$ cat src/rtl/clk_stop_pkg.sv
package clk_stop_pkg;

    localparam int DEF_NUM_OUT  = 8;
    localparam int DEF_NUM_REQ  = 2;
    localparam int DEF_SYNC_LEN = 2;

    // One gated clock output: true, complement, drive enable
    typedef struct packed {
        logic t;
        logic c;
        logic oe;
    } clk_pair_t;

    // Debouncer state for one request
    typedef struct packed {
        logic sample;   // level seen at the previous complement rising edge
        logic high;     // accepted level: 1 = deasserted (stop)
    } req_state_t;

endpackage

$ cat src/rtl/cdc_sync.sv
module cdc_sync #(
    parameter int   WIDTH   = 1,
    parameter int   STAGES  = 2,
    parameter logic RST_VAL = 1'b0
) (
    input  logic             clk,
    input  logic             rst,
    input  logic [WIDTH-1:0] d,
    output logic [WIDTH-1:0] q
);
    logic [STAGES-1:0] chain [WIDTH];

    for (genvar w = 0; w < WIDTH; w++) begin : g_bit
        always_ff @(posedge clk) begin
            if (rst) chain[w] <= {STAGES{RST_VAL}};
            else     chain[w] <= {chain[w][STAGES-2:0], d[w]};
        end
        assign q[w] = chain[w][STAGES-1];
    end
endmodule

$ cat src/rtl/req_filter.sv
module req_filter
    import clk_stop_pkg::*;
#(
    parameter int SYNC_LEN = DEF_SYNC_LEN
) (
    input  logic clk,
    input  logic rst,
    input  logic tick,       // complement clock rising at this edge
    input  logic req_async_n,
    output logic req_high
);
    logic       req_sync;
    req_state_t st;

    cdc_sync #(.WIDTH(1), .STAGES(SYNC_LEN), .RST_VAL(1'b0)) u_sync (
        .clk (clk),
        .rst (rst),
        .d   (req_async_n),
        .q   (req_sync)
    );

    always_ff @(posedge clk) begin
        if (rst) begin
            st <= '0;
        end else if (tick) begin
            st.sample <= req_sync;
            if (req_sync == st.sample) st.high <= req_sync;
        end
    end

    assign req_high = st.high;

    // the accepted level moves only on complement-clock sample edges
    assert_debounce_on_tick_R2: assert property (@(posedge clk) disable iff (rst)
        !$past(tick) |-> $stable(st.high));
endmodule

$ cat src/rtl/out_gate.sv
module out_gate
    import clk_stop_pkg::*;
(
    input  logic      clk,
    input  logic      rst,
    input  logic      phase,
    input  logic      stop_req,
    input  logic      float_mode,
    output clk_pair_t pair
);
    logic run_q;

    // Decide only at the edge that ends a low phase
    always_ff @(posedge clk) begin
        if (rst)         run_q <= 1'b1;
        else if (!phase) run_q <= !stop_req;
    end

    assign pair.t  = phase & run_q;
    assign pair.c  = ~phase & run_q;
    assign pair.oe = run_q | ~float_mode;

    // state changes only after a low phase
    assert_change_in_low_R10: assert property (@(posedge clk) disable iff (rst)
        !$stable(run_q) |-> !$past(phase));
    // true and complement never high together
    assert_no_overlap_R9: assert property (@(posedge clk) disable iff (rst)
        !(pair.t && pair.c));
    // a toggling output is always driven
    assert_driven_when_active_R8: assert property (@(posedge clk) disable iff (rst)
        (pair.t || pair.c) |-> pair.oe);
    // after a quiet stop request for three samples the output runs
    assert_resume_R4: assert property (@(posedge clk) disable iff (rst)
        (!stop_req && $past(!stop_req) && $past(!stop_req, 2)) |-> run_q);
endmodule

$ cat src/rtl/clk_req_stopper.sv
module clk_req_stopper
    import clk_stop_pkg::*;
#(
    parameter int NUM_OUT  = DEF_NUM_OUT,
    parameter int NUM_REQ  = DEF_NUM_REQ,
    parameter int SYNC_LEN = DEF_SYNC_LEN
) (
    input  logic                       clk,
    input  logic                       rst,
    input  logic [NUM_REQ-1:0]         req_n,
    input  logic                       bus_stop_n,
    input  logic                       sw_run,
    input  logic [NUM_REQ-1:0]         req_en,
    input  logic [NUM_REQ*NUM_OUT-1:0] req_mask,
    input  logic [NUM_OUT-1:0]         stoppable,
    input  logic [NUM_OUT-1:0]         float_on_stop,
    output logic [NUM_OUT-1:0]         clk_t,
    output logic [NUM_OUT-1:0]         clk_c,
    output logic [NUM_OUT-1:0]         clk_oe
);
    logic               phase;
    logic               bus_stop_sync_n;
    logic               group_stop;
    logic [NUM_REQ-1:0] req_high;
    logic [NUM_OUT-1:0] stop_req;

    // Free-running phase: true clock high while phase is 1
    always_ff @(posedge clk) begin
        if (rst) phase <= 1'b0;
        else     phase <= ~phase;
    end

    cdc_sync #(.WIDTH(1), .STAGES(SYNC_LEN), .RST_VAL(1'b1)) u_bus_sync (
        .clk (clk),
        .rst (rst),
        .d   (bus_stop_n),
        .q   (bus_stop_sync_n)
    );

    assign group_stop = !bus_stop_sync_n || !sw_run;

    for (genvar r = 0; r < NUM_REQ; r++) begin : g_req
        req_filter #(.SYNC_LEN(SYNC_LEN)) u_filter (
            .clk         (clk),
            .rst         (rst),
            .tick        (phase),
            .req_async_n (req_n[r]),
            .req_high    (req_high[r])
        );
    end

    for (genvar i = 0; i < NUM_OUT; i++) begin : g_out
        logic [NUM_REQ-1:0] hits;
        clk_pair_t          pair;

        for (genvar r = 0; r < NUM_REQ; r++) begin : g_hit
            assign hits[r] = req_en[r] & req_mask[r*NUM_OUT+i] & req_high[r];
        end

        assign stop_req[i] = (|hits) | (group_stop & stoppable[i]);

        out_gate u_gate (
            .clk        (clk),
            .rst        (rst),
            .phase      (phase),
            .stop_req   (stop_req[i]),
            .float_mode (float_on_stop[i]),
            .pair       (pair)
        );

        assign clk_t[i]  = pair.t;
        assign clk_c[i]  = pair.c;
        assign clk_oe[i] = pair.oe;
    end

    // an output no request touches and not stoppable keeps toggling
    assert_free_runs_R6: assert property (@(posedge clk) disable iff (rst)
        (!stoppable[0] && !(|(req_en & req_high)) && $past(!stop_req[0]) && $past(!stop_req[0], 2))
        |-> (clk_t[0] || clk_c[0]));
endmodule

$ cat config.mk
export PLATFORM = sky130hd
export DESIGN_NAME = clk_req_stopper
export DESIGN_NICKNAME = d
export VERILOG_FILES = /design/src/rtl/clk_stop_pkg.sv /design/src/rtl/cdc_sync.sv /design/src/rtl/req_filter.sv /design/src/rtl/out_gate.sv /design/src/rtl/clk_req_stopper.sv
export SDC_FILE = /design/constraint.sdc
export NUM_CORES = 1
export LEC_CHECK = 0
export BUFFER_PORTS_ARGS = -buffer_cell sky130_fd_sc_hd__clkbuf_2
export CAP_MARGIN = 20
export CORE_MARGIN = 2
export CORE_UTILIZATION = 43
export CTS_BUF_LIST = sky130_fd_sc_hd__clkbuf_16
export DETAILED_ROUTE_END_ITERATION = 6
export PLACE_DENSITY = 0.9
export SETUP_SLACK_MARGIN = 0.02
export SYNTH_ARGS = -nofsm -noshare
export SYNTH_HDL_FRONTEND = slang
export SYNTH_SLANG_ARGS = --single-unit
$ cat constraint.sdc
create_clock -name clk -period 2 [get_ports clk]
set_clock_uncertainty 0.15 [all_clocks]
set_input_delay 0.3 -clock clk [delete_from_list [all_inputs] [get_ports clk]]
set_output_delay 0.3 -clock clk [all_outputs]
set_load 0.005 [all_outputs]
==> qor.yml, run 1 <==
run_status:
  outcome: "completed"
global_route:
  grt_first_pass_wirelength_um: 3860
  grt_usage: 0.199
  grt-ovfl-total: 0
  antenna_found_initial: 0
  grt_pass1_vias: 910
  grt_max_degree: 21
placed_design:
  io_buffer_count: 63
  dp.cells: 178
  gp_congestion: 0.633
  hpwlAfterDp_um: 1910
routing:
  wire_per_inst_um: 13.8
  drt_iter0_drc: 12
  num_vias: 964
  route.detailed.drc: 0
  antenna_left: 0
  viasPerCell: 5.30
  drt-pass1-iter-count: 4
  wl_um: 2500
critical_path:
  cp_max_fo: 20
  endpoint_kind: "output pin"
  r2r_slack_ns: 0.52
  cp.required_ns: 1.55
  cp.arrival_ns: 1.29
  critPathKind: "reg -> out"
  startpoint_type: "register"
clock_tree:
  clkTransAtPathRegs_ns: 0.05
  hold_buffers: 0
  clk_latency_ns: 0.25
  htree_levels: 1
  clockBufferDepth: 2
  cts_tree: "yes"
  cts_made_buffers: 3
  cts_resized: 0
  cts_setup_buffers: 0
  clock_sinks: 19
  cts-root-buf: "clkbuf_16"
floorplanning:
  pin_count: 64
  core.rowCount: 16
  die_x_um: 50.3
  initial_core_util: 0.461
  dieHeight_um: 50.3
  core_area_um2: 2000
  design.die.area_um2: 2530
final_layout:
  final_cells: 182
  final-seq-area_um2: 380
  final_cell_mix: "clkbuf_2, dfxtp_1"
  area_growth_pct: 38.5
  final_common_cell: "clkbuf_2"
  fin_nets: 196
  n_antenna_cell: 0
  multi_input_comb_area_um2: 465
  layout-drive-gt1-share: 0.503
  nFillCells: 182
synth:
  synthesis.nets: 137
  synth-seq-area-share: 0.412
  yosysTopAreaCell: "dfxtp_1"
  yosysWarnings: 0
  synth_area_leaders: "dfxtp_1, a311o_1, a32oi_1"
  synth_top_area_share: 0.412
  ys_seq_elements: 19
  netlist-cell-type-count: 20
  synth_cells: 97
  syn_avg_cell_area_um2: 9.51
  netlist_area_um2: 922
timing:
  clock.fmax_mhz: 574
  totalNegativeSetupSlack_ns: 0
  tightest_slew_ns: 0.557
  slew_headroom: 0.628
  setup_viol: 0
  slew_violations: 0
  period_needed_ns: 1.74
  rsz0062_at_grt: "false"
  period_share: 0.871
  hold_viol_final: 0
power_and_ir_drop:
  p_per_area_nw_per_um2: 762
  power_leakage_nw: 0.583
  clkPwrFrac: 0.408
  seqPwrFrac: 0.427
  intPower_w: 0.000757
  p_comb_frac: 0.164
  switching_share: 0.222
  switchingPower_w: 0.000217
  vdd_drop_max_v: 0.000519
run:
  cap_violations: 0
hold_path:
  min_path_type: "in -> reg"
-- synthesized netlist by cell type, drive strengths merged --
cell type	instances
o21ai	4
nand2	1
dfxtp	19
inv	1
nor2	3
clkbuf	1
or2	2
a21oi	4
nand3	8
and2	10
and2b	4
nor2b	8
a311o	8
nand2b	8
buf	8
a32oi	8
-- registers in the layout, indices dropped and copies added (netlist names) --
signal,count
g_out.u_gate.run_q,8
g_req.u_filter.req_high,2
g_req.u_filter.st,2
g_req.u_filter.u_sync.chain,4
phase,1
u_bus_sync.chain,2
-- cell families (layout without fill, tap and decap cells) --
logic type	Yosys count	count (layout)	share of synthesized area
flops	19	19	0.412
compound gates	24	24	0.206
simple gates	44	44	0.299
buf+inv	10	68	0.0828
-- path summary, 6_finish.rpt --
check	start	end	depth (start not counted)
max	phase	clk_t[4]	2
max reg2reg	phase	g_out[4].u_gate.run_q	2
min	bus_stop_n	u_bus_sync.chain[0][0]	2
min reg2reg	u_bus_sync.chain[0][0]	u_bus_sync.chain[0][1]	1
-- through the flow --
| stage | util | cell area, um2 | worst slack (ns) | hold slack [ns] | power [W] |
|---|---|---|---|---|---|
| finish | 0.638 | 1280 | 0.258 | 0.0804 | 0.000974 |
| global route | 0.638 | 1280 | 0.190 | 0.0850 | 0.00102 |
| CTS | 0.638 | 1280 | 0.273 | 0.0816 | 0.000980 |
| detailed placement | 0.599 | 1200 | 0.529 | 0.253 | 0.000585 |
| global placement | 0.599 | 1200 | 0.563 | 0.241 | 0.000577 |
| floorplan | - | 922 | 0.871 | 0.239 | 0.000506 |
-- worst max-delay path: stages (launching register included) --
cell and delay (ns):
dfxtp_1 0.67, and2_2 0.27, clkbuf_2 0.11
-- final cells by class --
class | count | area share
Sequential cell | 19 | 0.298
Multi-Input combinational cell | 68 | 0.364
Clock inverter | 1 | 0.00294
Inverter | 1 | 0.00294
Clock buffer | 3 | 0.0588
Timing Repair Buffer | 63 | 0.247
Tap cell | 27 | 0.0264
-- per-layer routing --
metal  GRT usage  share of wire  vias to the layer above
met5           0              0                        -
met4      0.0946          0.018                        0
met3      0.0327          0.093                        6
met2       0.404           0.50                       58
met1       0.190           0.38                      436
li1            -              -                      464
-- power groups by stage --
stage               registers [W]  logic [W]  clock network [W]
finish                   0.000416   0.000160           0.000398
global route             0.000419   0.000176           0.000424
CTS                      0.000416   0.000161           0.000403
detailed placement       0.000424   0.000161                  0
global placement         0.000421   0.000156                  0
floorplan                0.000414  0.0000920                  0
No activity file was read; power rests on OpenSTA's default activity.
==> run 2: changes to the inputs <==
CTS_BUF_LIST = unset   (was sky130_fd_sc_hd__clkbuf_16)
==> run 2 against run 1 <==
Compared with the run above: first-iteration DRC count rose by 50%; utilization fell by 2.6 points; register-to-register slack barely moved; non-clock buffer count did not move; cell count did not move; combinational power barely moved; wire length fell by 2.1%; count of clock-buffer cells in the layout rose by 1; largest cell class unchanged; largest power group unchanged; highest routed layer unchanged.
==> qor.yml, run 2 (synthesis gave the netlist of run 1 again) <==
final_layout:
  multi_input_comb_area_um2: 465  # unchanged
  final_common_cell: "clkbuf_2"
  area_growth_pct: 32.8
  nFillCells: 187  # +2.7%
  reg.largest.list: "g_out.u_gate.run_q x8, g_req.u_filter.u_sync.chain x4"
  final-seq-area_um2: 380  # unchanged
  layout-drive-gt1-share: 0.503  # unchanged
  fin_nets: 196  # unchanged
  largest-register: "g_out.u_gate.run_q"
  largest_reg_flops: 8  # unchanged
  final_util: 0.612  # -0.0263
  final_cell_mix: "clkbuf_2, dfxtp_1"
  n_antenna_cell: 0  # unchanged
floorplanning:
  initial_core_util: 0.461  # unchanged
  core.rowCount: 16  # unchanged
  core_area_um2: 2000  # unchanged
  dieHeight_um: 50.3  # unchanged
  pin_count: 64  # unchanged
  die_x_um: 50.3  # unchanged
  design.die.area_um2: 2530  # unchanged
timing:
  slew_headroom: 0.634  # +0.00592
  setup_viol: 0  # unchanged
  slew_violations: 0  # unchanged
  period_needed_ns: 1.80  # +0.0603 ns
  clock.fmax_mhz: 555  # -3.3%
  layout_setup_ws_ns: 0.198  # -0.0603 ns
  tightest_slew_ns: 0.548  # -0.00887 ns
  rsz0062_at_grt: "false"
  period_share: 0.901  # +0.0301
  hold_viol_final: 0  # unchanged
  totalNegativeSetupSlack_ns: 0  # unchanged
hold_path:
  min_path_type: "in -> reg"
  min_from: "bus_stop_n"
routing:
  drt_iter0_drc: 18  # +6
  num_vias: 976  # +1.2%
  antenna_left: 0  # unchanged
  viasPerCell: 5.36  # +1.2%
  wire_per_inst_um: 13.5  # -2.1%
  wl_um: 2450  # -2.1%
  route.detailed.drc: 0  # unchanged
  drt-pass1-iter-count: 4  # unchanged
clock_tree:
  clkTransAtPathRegs_ns: 0.10  # +0.05 ns
  cts_setup_buffers: 0  # unchanged
  clock_sinks: 19  # unchanged
  hold_buffers: 0  # unchanged
  cts_tree: "yes"
  clockBufferDepth: 2  # unchanged
  cts-root-buf: "clkbuf_4"
  cts_resized: 0  # unchanged
  htree_levels: 1  # unchanged
  clk_latency_ns: 0.29  # +0.04 ns
  cts_made_buffers: 3  # unchanged
global_route:
  grt_pass1_vias: 948  # +4.2%
  grt_max_degree: 21  # unchanged
  grt_use_met2: 0.408  # +0.00439
  gr-usage-met1: 0.183  # -0.00676
  antenna_found_initial: 0  # unchanged
  grt-ovfl-total: 0  # unchanged
  grt_first_pass_wirelength_um: 3860  # -0.18%
  busiest_layer: "met2"
  use_met3: 0.0357  # +0.00298
  grt_usage: 0.196  # -0.00352
power_and_ir_drop:
  seqPwrFrac: 0.542  # +0.115
  p_comb_frac: 0.209  # +0.045
  power_leakage_nw: 0.556  # -4.7%
  switchingPower_w: 0.000197  # -9.0%
  intPower_w: 0.000568  # -25%
  vdd_drop_max_v: 0.000340  # -34%
  clkPwrFrac: 0.248  # -0.160
  switching_share: 0.258  # +0.0351
  p_per_area_nw_per_um2: 625  # -18%
critical_path:
  cp.arrival_ns: 1.35  # +0.06 ns
  cp_max_fo: 20  # unchanged
  critPathKind: "reg -> out"
  startpoint: "phase"
  worstReg2RegStart: "phase"
  startpoint_type: "register"
  endpoint_kind: "output pin"
  cp.required_ns: 1.55  # about the same
run:
  cap_violations: 0  # unchanged
placed_design:
  place_ws_ns: 0.529  # unchanged
  gp_congestion: 0.633  # unchanged
  io_buffer_count: 63  # unchanged
  hpwlAfterDp_um: 1910  # unchanged
run_status:
  outcome: "completed"
run 2: changes by cell type in the layout (fill, tap and decap cells not counted), sizes merged:
cell | before | now
clkbuf | 66 | 67
inv | 2 | 1
run 2: worst max-delay path, cell delays in order (launching register included):
cell and delay, ns:
dfxtp_1 0.68, and2_2 0.27, clkbuf_2 0.11
run 2: final timing paths:
check / endpoint / slack, ns / cells after the start
worst max-delay path: clk_t[2] / 0.20 / 2
worst min-delay path: u_bus_sync.chain[0][0] / 0.03 / 2
worst min register to register: u_bus_sync.chain[0][1] / 0.27 / 1
worst max register to register: g_out[0].u_gate.run_q / 0.52 / 2
run 2: stage by stage:
stage / area, um2 / power [W] / hold WS [ns] / instances
after CTS: 1220 / 0.000773 / 0.0277 / 182
final: 1220 / 0.000765 / 0.0282 / 182
after global routing: 1220 / 0.000804 / 0.0262 / 182
after global placement: 1200 / 0.000577 / 0.241 / 178
after floorplan: 922 / 0.000506 / 0.239 / 97
after detailed placement: 1200 / 0.000585 / 0.253 / 178
run 2: power by group through the flow:
stage                     Combinational (W)  Sequential, W  Clock (W)
after floorplan                   0.0000920       0.000414          0
after global placement             0.000156       0.000421          0
after detailed placement           0.000161       0.000424          0
after CTS                          0.000161       0.000415   0.000197
after global routing               0.000177       0.000419   0.000209
final                              0.000160       0.000415   0.000190
run 2: final cells by class:
| type | instances | area share |
|---|---|---|
| Sequential cell | 19 | 0.311 |
| Clock buffer | 4 | 0.0215 |
| Tap cell | 27 | 0.0276 |
| Timing Repair Buffer | 63 | 0.257 |
| Multi-Input combinational cell | 68 | 0.380 |
| Inverter | 1 | 0.00306 |
run 2: per-layer routing:
layer  part of all wire  vias up  routed length (um)
met2               0.52       65                1270
met5                  0        -                   0
met1               0.36      440                 881
li1                   -      464                   -
met4              0.016        0                  40
met3               0.11        7                 260
==> run 3: changes to the inputs <==
PLACE_DENSITY = 0.83   (was 0.9)
==> run 3 against run 2 <==
Compared with the run above: non-clock buffer count unchanged; die area unchanged; critical endpoint is now clk_t[3]; sequential power about the same; clock power up 3%.
==> qor.yml, run 3 (synthesis gave the netlist of run 1 again) <==
floorplanning:
  core.rowCount: 16  # unchanged
  pin_count: 64  # unchanged
  core_area_um2: 2000  # unchanged
  dieHeight_um: 50.3  # unchanged
  design.die.area_um2: 2530  # unchanged
  die_x_um: 50.3  # unchanged
  initial_core_util: 0.461  # unchanged
placed_design:
  io_buffer_count: 63  # unchanged
  gp_congestion: 0.742  # +17%
  placed_area_um2: 1200  # unchanged
hold_path:
  whs_path_depth: 2  # unchanged
  min_path_type: "in -> reg"
critical_path:
  critPathKind: "reg -> out"
  worstSetupPathDepth: 2  # unchanged
  endpoint_kind: "output pin"
  cp_top_family: "flip-flops"
  worst-path-buf-inv: 1  # unchanged
  cp.required_ns: 1.55  # about the same
  cpMaxStageDelayCell: "dfxtp_1"
  cp.arrival_ns: 1.36  # about the same
  reg2reg_depth: 2  # unchanged
  startpoint_type: "register"
  cp_cell_sequence: "and2_2 -> clkbuf_2"
  cp_max_fo: 20  # unchanged
  cpPeakStageDelay_ns: 0.69  # about the same
timing:
  tightest_slew_ns: 0.559  # +0.0117 ns
  slew_headroom: 0.627  # -0.00782
  period_share: 0.904  # +0.00270
  totalNegativeSetupSlack_ns: 0  # unchanged
  holdWs_ns: 0.0341  # +0.00588 ns
  setup_viol: 0  # unchanged
  period_needed_ns: 1.81  # +0.00541 ns
  hold_viol_final: 0  # unchanged
  slew_violations: 0  # unchanged
  rsz0062_at_grt: "false"
  clock.fmax_mhz: 553  # -0.30%
clock_tree:
  cts_made_buffers: 3  # unchanged
  clockBufferDepth: 2  # unchanged
  hold_buffers: 0  # unchanged
  cts-root-buf: "clkbuf_4"
  clock_sinks: 19  # unchanged
  clk_latency_ns: 0.29  # about the same
  cts_tree: "yes"
  cts_setup_buffers: 0  # unchanged
  clkTransAtPathRegs_ns: 0.11  # about the same
  htree_levels: 1  # unchanged
  cts_resized: 0  # unchanged
routing:
  antenna_left: 0  # unchanged
  drt-pass1-iter-count: 4  # unchanged
  wl_um: 2500  # +2.1%
  route.detailed.drc: 0  # unchanged
  viasPerCell: 5.27  # -1.6%
  drt_iter0_drc: 6  # -12
  num_vias: 960  # -1.6%
  wire_per_inst_um: 13.8  # +2.1%
global_route:
  grt_max_degree: 21  # unchanged
  grt_pass1_vias: 957  # +0.95%
  grt-ovfl-total: 0  # unchanged
  busiest_layer: "met2"
  grt_first_pass_wirelength_um: 4070  # +5.5%
  grt_use_met2: 0.386  # -0.0219
  use_met3: 0.0476  # +0.0119
  gr-usage-met1: 0.228  # +0.0456
  antenna_found_initial: 0  # unchanged
  grt_usage: 0.208  # +0.0116
final_layout:
  n_antenna_cell: 0  # unchanged
  final_cell_mix: "clkbuf_2, dfxtp_1"
  layout-drive-gt1-share: 0.510  # +0.00645
  final_common_cell: "clkbuf_2"
  largest-register: "g_out.u_gate.run_q"
  reg.largest.list: "g_out.u_gate.run_q x8, g_req.u_filter.u_sync.chain x4"
  largest_reg_flops: 8  # unchanged
  area_growth_pct: 33.2
  fin_nets: 196  # unchanged
  design_area_um2: 1230  # +0.31%
power_and_ir_drop:
  seqPwrFrac: 0.538  # -0.004
  vdd_drop_max_v: 0.000489  # +44%
  intPower_w: 0.000567  # -0.31%
  switchingPower_w: 0.000204  # +3.2%
  power_leakage_nw: 0.555  # -0.19%
  p_comb_frac: 0.209  # about the same
  p_per_area_nw_per_um2: 627  # +0.30%
  clkPwrFrac: 0.253  # +0.005
  switching_share: 0.264  # +0.00676
run_status:
  outcome: "completed"
run:
  cap_violations: 0  # unchanged
[run 3: cell count changes in the layout (fill, tap and decap cells not counted)]
cell	change
clkinvlp_4	+1
clkbuf_1	-1
[run 3: layer usage]
| layer | share of wire | vias up |
|---|---|---|
| met3 | 0.11 | 4 |
| met5 | 0 | - |
| met2 | 0.49 | 54 |
| li1 | - | 463 |
| met4 | 0.017 | 0 |
| met1 | 0.39 | 439 |
[run 3: path summary, 6_finish.rpt]
path,slack [ns],from,endpoint
worst max-delay path,0.19,phase,clk_t[3]
worst min-delay path,0.03,bus_stop_n,u_bus_sync.chain[0][0]
worst max register to register,0.51,phase,g_out[2].u_gate.run_q
worst min register to register,0.28,u_bus_sync.chain[0][0],u_bus_sync.chain[0][1]
[run 3: power by group through the flow]
| stage | logic, W | clock network (W) | registers (W) |
|---|---|---|---|
| after floorplan | 0.0000920 | 0 | 0.000414 |
| after global placement | 0.000157 | 0 | 0.000421 |
| after detailed placement | 0.000162 | 0 | 0.000423 |
| after CTS | 0.000162 | 0.000201 | 0.000414 |
| after global routing | 0.000179 | 0.000216 | 0.000418 |
| final | 0.000161 | 0.000195 | 0.000414 |
[run 3: area by class of cell]
type,instances,area (um2)
clock inverter,1,7.51
fill,182,773
inverter,1,3.75
sequential,19,380
multi-input combinational,68,465
tap,27,33.8
timing repair buffer,63,315
clock buffer,3,22.5
[run 3: stage by stage]
stage	instances	utilization	setup WS [ns]	power, W
after floorplan	97	-	0.871	0.000506
after global placement	178	0.599	0.547	0.000579
after detailed placement	178	0.599	0.528	0.000585
after CTS	182	0.614	0.195	0.000777
after global routing	182	0.614	0.0821	0.000814
final	182	0.614	0.192	0.000770
